[config.mk]
export PLATFORM = sky130hd
export DESIGN_NAME = sport_rate_gen
export DESIGN_NICKNAME = d
export VERILOG_FILES = /design/src/rtl/sport_srg_pkg.sv /design/src/rtl/srg_clk_div.sv /design/src/rtl/srg_frame_gen.sv /design/src/rtl/srg_pin_stage.sv /design/src/rtl/sport_rate_gen.sv
export SDC_FILE = /design/constraint.sdc
export NUM_CORES = 1
export LEC_CHECK = 0
export ABC_AREA = 1
export CORE_ASPECT_RATIO = 1.25
export CORE_MARGIN = 1.5
export CORE_UTILIZATION = 40
export CTS_BUF_LIST = sky130_fd_sc_hd__clkbuf_4 sky130_fd_sc_hd__clkbuf_8
export CTS_CLUSTER_DIAMETER = 50
export CTS_CLUSTER_SIZE = 28
export DETAILED_ROUTE_END_ITERATION = 8
export DONT_BUFFER_PORTS = 1
export HOLD_SLACK_MARGIN = 0.12
export SYNTH_ARGS = -nofsm -noshare
export SYNTH_HDL_FRONTEND = slang
export SYNTH_SLANG_ARGS = --single-unit
[constraint.sdc]
create_clock -name clk -period 3 [get_ports clk]
set_input_delay 0 -clock clk [delete_from_list [all_inputs] [get_ports clk]]
set_output_delay 0 -clock clk [all_outputs]
set_load 0.01 [all_outputs]
[src/rtl/sport_srg_pkg.sv]
package sport_srg_pkg;

    localparam int DIV_W = 8;
    localparam int FSW_W = 8;
    localparam int PER_W = 12;
    localparam int CFG_W = DIV_W + FSW_W + PER_W + 2;

    typedef enum logic {
        FS_ON_REQUEST = 1'b0,
        FS_PERIODIC   = 1'b1
    } fs_src_e;

    // Field order is fixed: a neighbour writes this word as one value.
    typedef struct packed {
        logic               int_clk;
        fs_src_e            fs_src;
        logic [PER_W-1:0]   period;
        logic [FSW_W-1:0]   width;
        logic [DIV_W-1:0]   div;
    } srg_cfg_t;

    function automatic srg_cfg_t decode_cfg(input logic [CFG_W-1:0] w);
        return srg_cfg_t'(w);
    endfunction

    // Last phase of a bit-clock period in which the level is still high.
    function automatic logic [DIV_W-1:0] high_last(input logic [DIV_W-1:0] d);
        return d >> 1;
    endfunction

endpackage

[src/rtl/srg_clk_div.sv]
module srg_clk_div
    import sport_srg_pkg::*;
#(
    parameter int W = DIV_W
) (
    input  logic         clk,
    input  logic         rst,
    input  logic         run,
    input  logic [W-1:0] div,
    output logic         tick,
    output logic         bclk_lvl
);

    logic [W-1:0] phase;
    logic         wrap;

    // >= keeps the counter bounded when the divide value shrinks mid-period
    assign wrap = (phase >= div);

    always_ff @(posedge clk) begin
        if (rst || !run) begin
            phase <= '0;
        end else if (wrap) begin
            phase <= '0;
        end else begin
            phase <= phase + 1'b1;
        end
    end

    assign tick     = run & wrap;
    assign bclk_lvl = run & (phase <= (div >> 1));

endmodule

[src/rtl/srg_frame_gen.sv]
module srg_frame_gen
    import sport_srg_pkg::*;
#(
    parameter int PW = PER_W,
    parameter int WW = FSW_W
) (
    input  logic          clk,
    input  logic          rst,
    input  logic          fs_en,
    input  logic          tick,
    input  fs_src_e       fs_src,
    input  logic          xfer_req,
    input  logic [WW-1:0] width,
    input  logic [PW-1:0] period,
    output logic          fs_act
);

    localparam int PAD = PW - WW;

    logic          fs_en_q;
    logic          start;
    logic          pend;
    logic [PW-1:0] fcnt;
    logic [PW-1:0] fcnt_wrap;
    logic [PW-1:0] width_x;
    logic          req_any;
    logic          in_pulse;

    assign width_x   = {{PAD{1'b0}}, width};
    assign start     = fs_en & ~fs_en_q;
    assign fcnt_wrap = (fcnt >= period) ? '0 : fcnt + 1'b1;
    assign req_any   = pend | xfer_req;
    assign in_pulse  = fs_act & (fcnt != width_x);

    always_ff @(posedge clk) begin
        if (rst) begin
            fs_en_q <= 1'b0;
            fcnt    <= '0;
            fs_act  <= 1'b0;
            pend    <= 1'b0;
        end else begin
            fs_en_q <= fs_en;
            if (!fs_en) begin
                fcnt   <= '0;
                fs_act <= 1'b0;
                pend   <= 1'b0;
            end else if (start) begin
                // next strobe wraps the counter to 0 and opens the first pulse
                fcnt   <= period;
                fs_act <= 1'b0;
                pend   <= 1'b0;
            end else if (fs_src == FS_PERIODIC) begin
                pend <= 1'b0;
                if (tick) begin
                    fcnt   <= fcnt_wrap;
                    fs_act <= (fcnt_wrap <= width_x);
                end
            end else begin
                if (tick) begin
                    if (in_pulse) begin
                        fcnt <= fcnt + 1'b1;
                        pend <= req_any;
                    end else if (req_any) begin
                        fcnt   <= '0;
                        fs_act <= 1'b1;
                        pend   <= 1'b0;
                    end else begin
                        fs_act <= 1'b0;
                    end
                end else begin
                    pend <= req_any;
                end
            end
        end
    end

endmodule

[src/rtl/srg_pin_stage.sv]
module srg_pin_stage (
    input  logic bclk_lvl,
    input  logic fs_act,
    input  logic clk_pol,
    input  logic fs_pol,
    output logic bclk,
    output logic fsync
);

    assign bclk  = bclk_lvl ^ clk_pol;
    assign fsync = fs_act ^ fs_pol;

endmodule

[src/rtl/sport_rate_gen.sv]
module sport_rate_gen
    import sport_srg_pkg::*;
(
    input  logic             clk,
    input  logic             rst,
    input  logic [CFG_W-1:0] cfg_word,
    input  logic             gen_en,
    input  logic             fs_en,
    input  logic             clk_pol,
    input  logic             fs_pol,
    input  logic             xfer_req,
    output logic             bclk,
    output logic             fsync,
    output logic             bclk_tick
);

    srg_cfg_t cfg;
    logic     run;
    logic     tick;
    logic     bclk_lvl;
    logic     fs_act;

    assign cfg       = decode_cfg(cfg_word);
    assign run       = gen_en & cfg.int_clk;
    assign bclk_tick = tick;

    srg_clk_div #(.W(DIV_W)) u_div (
        .clk      (clk),
        .rst      (rst),
        .run      (run),
        .div      (cfg.div),
        .tick     (tick),
        .bclk_lvl (bclk_lvl)
    );

    srg_frame_gen #(.PW(PER_W), .WW(FSW_W)) u_frame (
        .clk      (clk),
        .rst      (rst),
        .fs_en    (fs_en),
        .tick     (tick),
        .fs_src   (cfg.fs_src),
        .xfer_req (xfer_req),
        .width    (cfg.width),
        .period   (cfg.period),
        .fs_act   (fs_act)
    );

    srg_pin_stage u_pins (
        .bclk_lvl (bclk_lvl),
        .fs_act   (fs_act),
        .clk_pol  (clk_pol),
        .fs_pol   (fs_pol),
        .bclk     (bclk),
        .fsync    (fsync)
    );

endmodule

==> impl_metrics.env, run 1 <==
export IMPL_outcome="finished, final reports clean"
export IMPL_ant_nets=0
export IMPL_worstSetupPathType="flop to flop"
export IMPL_worstSetupStartpointType="flop"
export IMPL_nNetsFinal=528
export IMPL_hold_viol=0
export IMPL_p_int_mw=0.496
export IMPL_clk_pin_slew_worst_paths_ns=0.10
export IMPL_drv_slew=0
export IMPL_cts_made_buffers=3
export IMPL_num_antenna_cells=0
export IMPL_slew_headroom=0.536
export IMPL_p_switching_mw=0.267
export IMPL_postSynthCellCount=432
export IMPL_rsz0062_at_grt="no"
export IMPL_cts_tree="built"
export IMPL_setup_viol=0
export IMPL_rows=33
export IMPL_clkLatencyLatePin_ns=0.27
export IMPL_hpwl_um=5410
export IMPL_core_um2=6480
export IMPL_post_route_period_util=0.931
export IMPL_postRouteWirelength_um=7250
export IMPL_seqPwrFrac=0.426
export IMPL_powerDensity_nw_per_um2=252
export IMPL_sw_frac_of_total=0.350
export IMPL_use_met2=0.390
export IMPL_gr_usage_all_layers=0.216
export IMPL_dieArea_um2=7130
export IMPL_syn2layout_area_growth_pct=14.1
export IMPL_clock_skew_ns=0.00194
export IMPL_io_buffer_count=0
export IMPL_grt_max_degree=16
export IMPL_wl_per_cell_um=13.4
export IMPL_syn_area_per_cell_um2=6.14
export IMPL_cts_setup_buffers=0
export IMPL_firstDrtPassIters=4
export IMPL_hold_buffers=24
export IMPL_ys_seq_elements=23
export IMPL_root_buffer="clkbuf_8"
export IMPL_finalSetupTns_ns=0
export IMPL_synth_seq_area_share=0.174
export IMPL_syn_nets=506
export IMPL_critical_path_max_fanout=13
export IMPL_use_met1=0.255
export IMPL_vias=2788
export IMPL_post_route_drc_count=0
export IMPL_placed_cells=512
export IMPL_worst_slew_pin_slew_ns=0.695
export IMPL_grt_pass1_vias=2666
export IMPL_die_w_um=75.8
export IMPL_ios=40
export IMPL_p_leak_nw=1.56
export IMPL_fmaxAchievable_ghz=0.358
export IMPL_final_cells=540
export IMPL_place_gp_congestion=0.880
export IMPL_critPathRequiredTime_ns=3.17
export IMPL_via_per_inst=5.16
export IMPL_layout_drive_gt1_share=0.0861
export IMPL_grtUsageMet3=0.0236
export IMPL_min_path_type="primary input to flop"
export IMPL_irDropWorstVdd_uv=159
export IMPL_crit_arrival_ns=2.96
export IMPL_drtIter0Drc=154
export IMPL_cts_resized=0
export IMPL_cts_max_level=1
export IMPL_syn_area_um2=2650
export IMPL_grt_ovfl_total=0
export IMPL_pwr_share_clk=0.280
export IMPL_drv_cap=0
export IMPL_finalPower_mw=0.763
export IMPL_grt_first_pass_wirelength_um=11900
export IMPL_fin_crit_ns=2.79
export IMPL_die_h_um=94.0
export IMPL_grt_busiest_layer="met2"
export IMPL_clockBufferDepth=2
export IMPL_initial_core_util=0.409
export IMPL_ys_types=31
export IMPL_end_kind="flop"
export IMPL_p_comb_frac=0.294
export IMPL_yosysWarnings=0
export IMPL_antenna_found_initial=0
export IMPL_cts_sinks=23
-- worst paths after layout --
kind,cells after the start,to,slack [ns],startpoint
max,13,u_frame.fcnt[7]$_SDFFE_PP0P_,0.21,u_frame.fcnt[8]$_SDFFE_PP0P_
min,4,u_div.phase[1]$_SDFF_PP0_,0.19,cfg_word[29]
max reg2reg,13,u_frame.fcnt[7]$_SDFFE_PP0P_,0.21,u_frame.fcnt[8]$_SDFFE_PP0P_
min reg2reg,1,u_div.phase[0]$_SDFF_PP0_,0.49,u_div.phase[0]$_SDFF_PP0_
-- cells by family after synthesis --
| kind of cell | Yosys count | synth area share |
|---|---|---|
| XOR/XNOR | 10 | 0.0330 |
| flip-flops | 23 | 0.174 |
| adder cells (fa/ha/maj) | 37 | 0.175 |
| AND/OR/NAND/NOR | 235 | 0.395 |
| buffers and inverters | 82 | 0.121 |
| AO/OA/AOI/OAI | 45 | 0.103 |
-- synth_stat cells, drive strengths merged --
cell / n / area [µm²]
a21oi: 34 / 208
buf: 5 / 32.5
clkbuf: 6 / 22.5
clkinv: 2 / 7.51
dfxtp: 23 / 460
ha: 37 / 463
inv: 69 / 259
nand2: 134 / 508
nand3: 28 / 150
nand3b: 2 / 15.0
nand4: 30 / 188
nor2: 35 / 144
nor3: 2 / 15.0
nor3b: 2 / 15.0
o211ai: 2 / 15.0
o21a: 1 / 7.51
o21ai: 7 / 35.0
o21bai: 1 / 7.51
or2: 2 / 12.5
xnor2: 2 / 17.5
xor2: 8 / 70.1
-- metal layers --
metal,vias up,routed length [µm],share of wire
met5,-,0,0
met4,0,140,0.019
met3,12,311,0.043
met2,70,3610,0.50
met1,1262,3190,0.44
li1,1444,-,-
-- critical path, cell delays in order, from the launching register on --
cell	delay, ns
dfxtp_1	0.36
inv_2	0.09
nand2_1	0.06
nor2_1	0.20
nand2_1	0.10
nor2_2	0.12
nand3_2	0.27
nand2_2	0.17
nand3_1	0.08
nand2_1	0.42
nand2_1	0.12
nand2_1	0.10
a21oi_2	0.03
dlygate4sd3_1	0.56
-- state kept, by name, indices dropped and copies added, names as in the netlist --
register,flops
u_frame.fs_en_q,1
u_frame.fs_act,1
u_frame.pend,1
u_div.phase,8
u_frame.fcnt,12
-- through the flow --
stage / hold WS (ns) / area [µm²] / utilization / setup WS [ns]
after floorplan: 0.0760 / 2650 / - / 0.760
after global placement: 0.0801 / 2740 / 0.422 / 0.493
after detailed placement: 0.0837 / 2740 / 0.422 / 0.494
after CTS: 0.200 / 3030 / 0.467 / 0.234
after global routing: 0.247 / 3030 / 0.467 / 0.0458
final: 0.186 / 3030 / 0.467 / 0.208
-- placed cells by master (no fill, tap or decap) --
cell type and count:
xnor2_1 2, nor3_1 1, nand3_2 2, o21bai_1 1, buf_4 4, nor3_2 1, o21a_1 1, nor3b_1 2
a21oi_2 10, a21oi_1 24, nand2_1 132, or2_2 2, o211ai_1 2, nor2_2 2, nand2_2 2, xor2_1 8
inv_2 11, o21ai_0 7, dlygate4sd3_1 24, clkinv_1 2, clkbuf_8 3, ha_1 37, nor2_4 1, nand4_1 30
nand3_1 26, clkinvlp_4 1, nor2_1 32, inv_1 58, nand3b_1 2, dfxtp_1 23
-- layout make-up --
type | instances | area, µm²
multi-input combinational | 327 | 1870
sequential | 23 | 460
timing repair buffer | 28 | 270
inverter | 71 | 267
tap | 87 | 109
clock inverter | 1 | 7.51
clock buffer | 3 | 41.3
fill | 673 | 3460
-- power by group through the flow --
stage                     registers, mW  clock network (mW)  logic, mW
after detailed placement          0.332                   0      0.196
after global placement            0.332                   0      0.194
after floorplan                   0.329                   0      0.158
after global routing              0.327               0.229      0.258
after CTS                         0.325               0.217      0.225
final                             0.325               0.214      0.224
Power figures use the tool's default switching activity.
==> run 2, diff against run 1 <==
--- a/config.mk
+++ b/config.mk
@@ -9,5 +9,5 @@
 export CORE_ASPECT_RATIO = 1.25
 export CORE_MARGIN = 1.5
-export CORE_UTILIZATION = 40
+export CORE_UTILIZATION = 45
 export CTS_BUF_LIST = sky130_fd_sc_hd__clkbuf_4 sky130_fd_sc_hd__clkbuf_8
 export CTS_CLUSTER_DIAMETER = 50
@@ -16,4 +16,5 @@
 export DONT_BUFFER_PORTS = 1
 export HOLD_SLACK_MARGIN = 0.12
+export PLACE_DENSITY_LB_ADDON = 0.25
 export SYNTH_ARGS = -nofsm -noshare
 export SYNTH_HDL_FRONTEND = slang
==> constraint.sdc (replaced) <==
create_clock -name clk -period 3 [get_ports clk]
set_input_delay 0 -clock clk [delete_from_list [all_inputs] [get_ports clk]]
set_output_delay 0 -clock clk [all_outputs]
set_load 0.05 [all_outputs]
==> run 2 against run 1 <==
The run now ends with design-rule violations left. First-iteration DRC count down 20%. Worst hold slack got worse by 0.039 ns. Sequential cell count did not move. Critical path depth decreased by 1. Via count rose by 0.22%. Design area decreased by 1.4%. Total power grew 1.5%. Clock power rose by 3%. Largest cell class unchanged. Die area is 11% lower. Fmax rose by 0.93%. Non-clock buffer count down 1. Register-to-register slack better by 0.03 ns.
==> impl_metrics.env, run 2 (synthesis results as in run 1) <==
export IMPL_grt_max_degree=16
export IMPL_ios=40
export IMPL_grt_pass1_vias=2622
export IMPL_root_buffer="clkbuf_8"
export IMPL_crit_arrival_ns=2.94
export IMPL_drv_slew=0
export IMPL_finalPower_mw=0.774
export IMPL_rows=31
export IMPL_min_path_type="primary input to flop"
export IMPL_largest_register_ffs=12
export IMPL_postRouteWirelength_um=7120
export IMPL_post_route_period_util=0.922
export IMPL_cts_made_buffers=3
export IMPL_rsz0062_at_grt="no"
export IMPL_end_kind="flop"
export IMPL_hold_viol=0
export IMPL_slew_headroom=0.341
export IMPL_gr_usage_all_layers=0.236
export IMPL_irDropWorstVdd_uv=182
export IMPL_post_route_drc_count=2
export IMPL_cts_max_level=1
export IMPL_initial_core_util=0.462
export IMPL_cts_tree="built"
export IMPL_fillCellCount=626
export IMPL_violations="design-rule violations"
export IMPL_finalSetupTns_ns=0
export IMPL_outcome="complete, but fails checks"
export IMPL_num_antenna_cells=0
export IMPL_grt_first_pass_wirelength_um=12000
export IMPL_antenna_found_initial=0
export IMPL_core_um2=5740
export IMPL_grt_ovfl_total=0
export IMPL_critical_path_max_fanout=12
export IMPL_fmaxAchievable_ghz=0.362
export IMPL_powerDensity_nw_per_um2=260
export IMPL_critPathRequiredTime_ns=3.17
export IMPL_worstSetupPathType="flop to flop"
export IMPL_worst_slew_pin_slew_ns=0.986
export IMPL_dp_slack_ns=0.537
export IMPL_die_w_um=71.7
export IMPL_clkLatencyLatePin_ns=0.28
export IMPL_rrSetupSlack_ns=0.23
export IMPL_clock_skew_ns=0.00662
export IMPL_dieArea_um2=6370
export IMPL_ant_nets=0
export IMPL_wl_per_cell_um=13.8
export IMPL_die_h_um=88.8
export IMPL_clockBufferDepth=2
export IMPL_design_area_um2=2980
export IMPL_via_per_inst=5.39
export IMPL_mostFrequentLayoutCell="nand2_1"
export IMPL_place_gp_congestion=0.894
export IMPL_finalWorstSetupSlack_ns=0.234
export IMPL_nNetsFinal=527
export IMPL_hpwl_um=5560
export IMPL_layout_drive_gt1_share=0.0929
export IMPL_layout_cells_most_common_list="132 x nand2_1, 58 x inv_1, 37 x ha_1, 32 x nor2_1, 30 x nand4_1"
export IMPL_vias=2794
export IMPL_firstDrtPassIters=6
export IMPL_place_area_um2=2730
export IMPL_setup_viol=0
export IMPL_drv_cap=0
export IMPL_final_core_util=0.519
export IMPL_top_regs="u_frame.fcnt: 12 flops, u_div.phase: 8 flops"
export IMPL_worstSetupStartpointType="flop"
export IMPL_syn2layout_area_growth_pct=12.4
export IMPL_p_leak_nw=1.55
export IMPL_regMostFlops="u_frame.fcnt"
export IMPL_cts_sinks=23
export IMPL_fin_crit_ns=2.77
export IMPL_io_buffer_count=0
export IMPL_drtIter0Drc=123
export IMPL_clk_pin_slew_worst_paths_ns=0.09
[run 2: cell types whose count changed in the layout (fill, tap and decap cells not counted), sizes merged]
| cell | previous run | this run |
|---|---|---|
| dlygate4sd3 | 24 | 20 |
| clkbuf | 3 | 4 |
| clkinvlp | 1 | 0 |
| buf | 4 | 7 |
[run 2: critical path: stages (launching register included)]
cell,delay (ns)
dfxtp_1,0.36
ha_1,0.30
nand2_1,0.08
nor2_1,0.21
nand4_1,0.14
nand3_1,0.11
nand2_1,0.09
inv_1,0.07
buf_4,0.21
nand2_1,0.09
nand2_2,0.32
a21oi_1,0.12
dlygate4sd3_1,0.57
[run 2: what timing repair did]
item,in CTS,in global routing
endpoints found under the hold margin,21,0
setup buffers,0,0
hold buffers,20,0
gates resized for setup,0,0
[run 2: final timing paths]
path | startpoint | end | cells after the start
max | u_div.phase[7]$_SDFF_PP0_ | u_frame.fcnt[1]$_SDFFE_PP0P_ | 12
min | cfg_word[29] | u_div.phase[1]$_SDFF_PP0_ | 4
max reg2reg | u_div.phase[7]$_SDFF_PP0_ | u_frame.fcnt[1]$_SDFFE_PP0P_ | 12
min reg2reg | u_div.phase[0]$_SDFF_PP0_ | u_div.phase[0]$_SDFF_PP0_ | 1
[run 2: final cells by class]
cell class	instances	area, µm²	area share
inverters	71	267	0.0894
repair buffers	27	253	0.0848
multi-input cells	327	1870	0.627
clock buffers	4	48.8	0.0164
well taps	66	82.6	0.0277
flip-flops and latches	23	460	0.154
[run 2: metal layers]
layer,global-route usage,part of all wire
met1,0.268,0.39
met2,0.458,0.53
met3,0.0205,0.052
met4,0.0789,0.026
met5,0,0
[run 2: per-stage QoR]
stage / hold slack, ns / cells
6_report: 0.147 / 518
5_1_grt: 0.235 / 518
4_1_cts: 0.176 / 518
3_5_place_dp: 0.182 / 494
3_3_place_gp: 0.171 / 494
2_1_floorplan: 0.185 / 432
[run 2: power by group]
part / leakage, nW / switching (mW) / internal (mW)
sequential: 0.187 / 0.0114 / 0.314
clock: 0.0262 / 0.116 / 0.104
combinational: 1.34 / 0.142 / 0.0868
total: 1.55 / 0.269 / 0.505
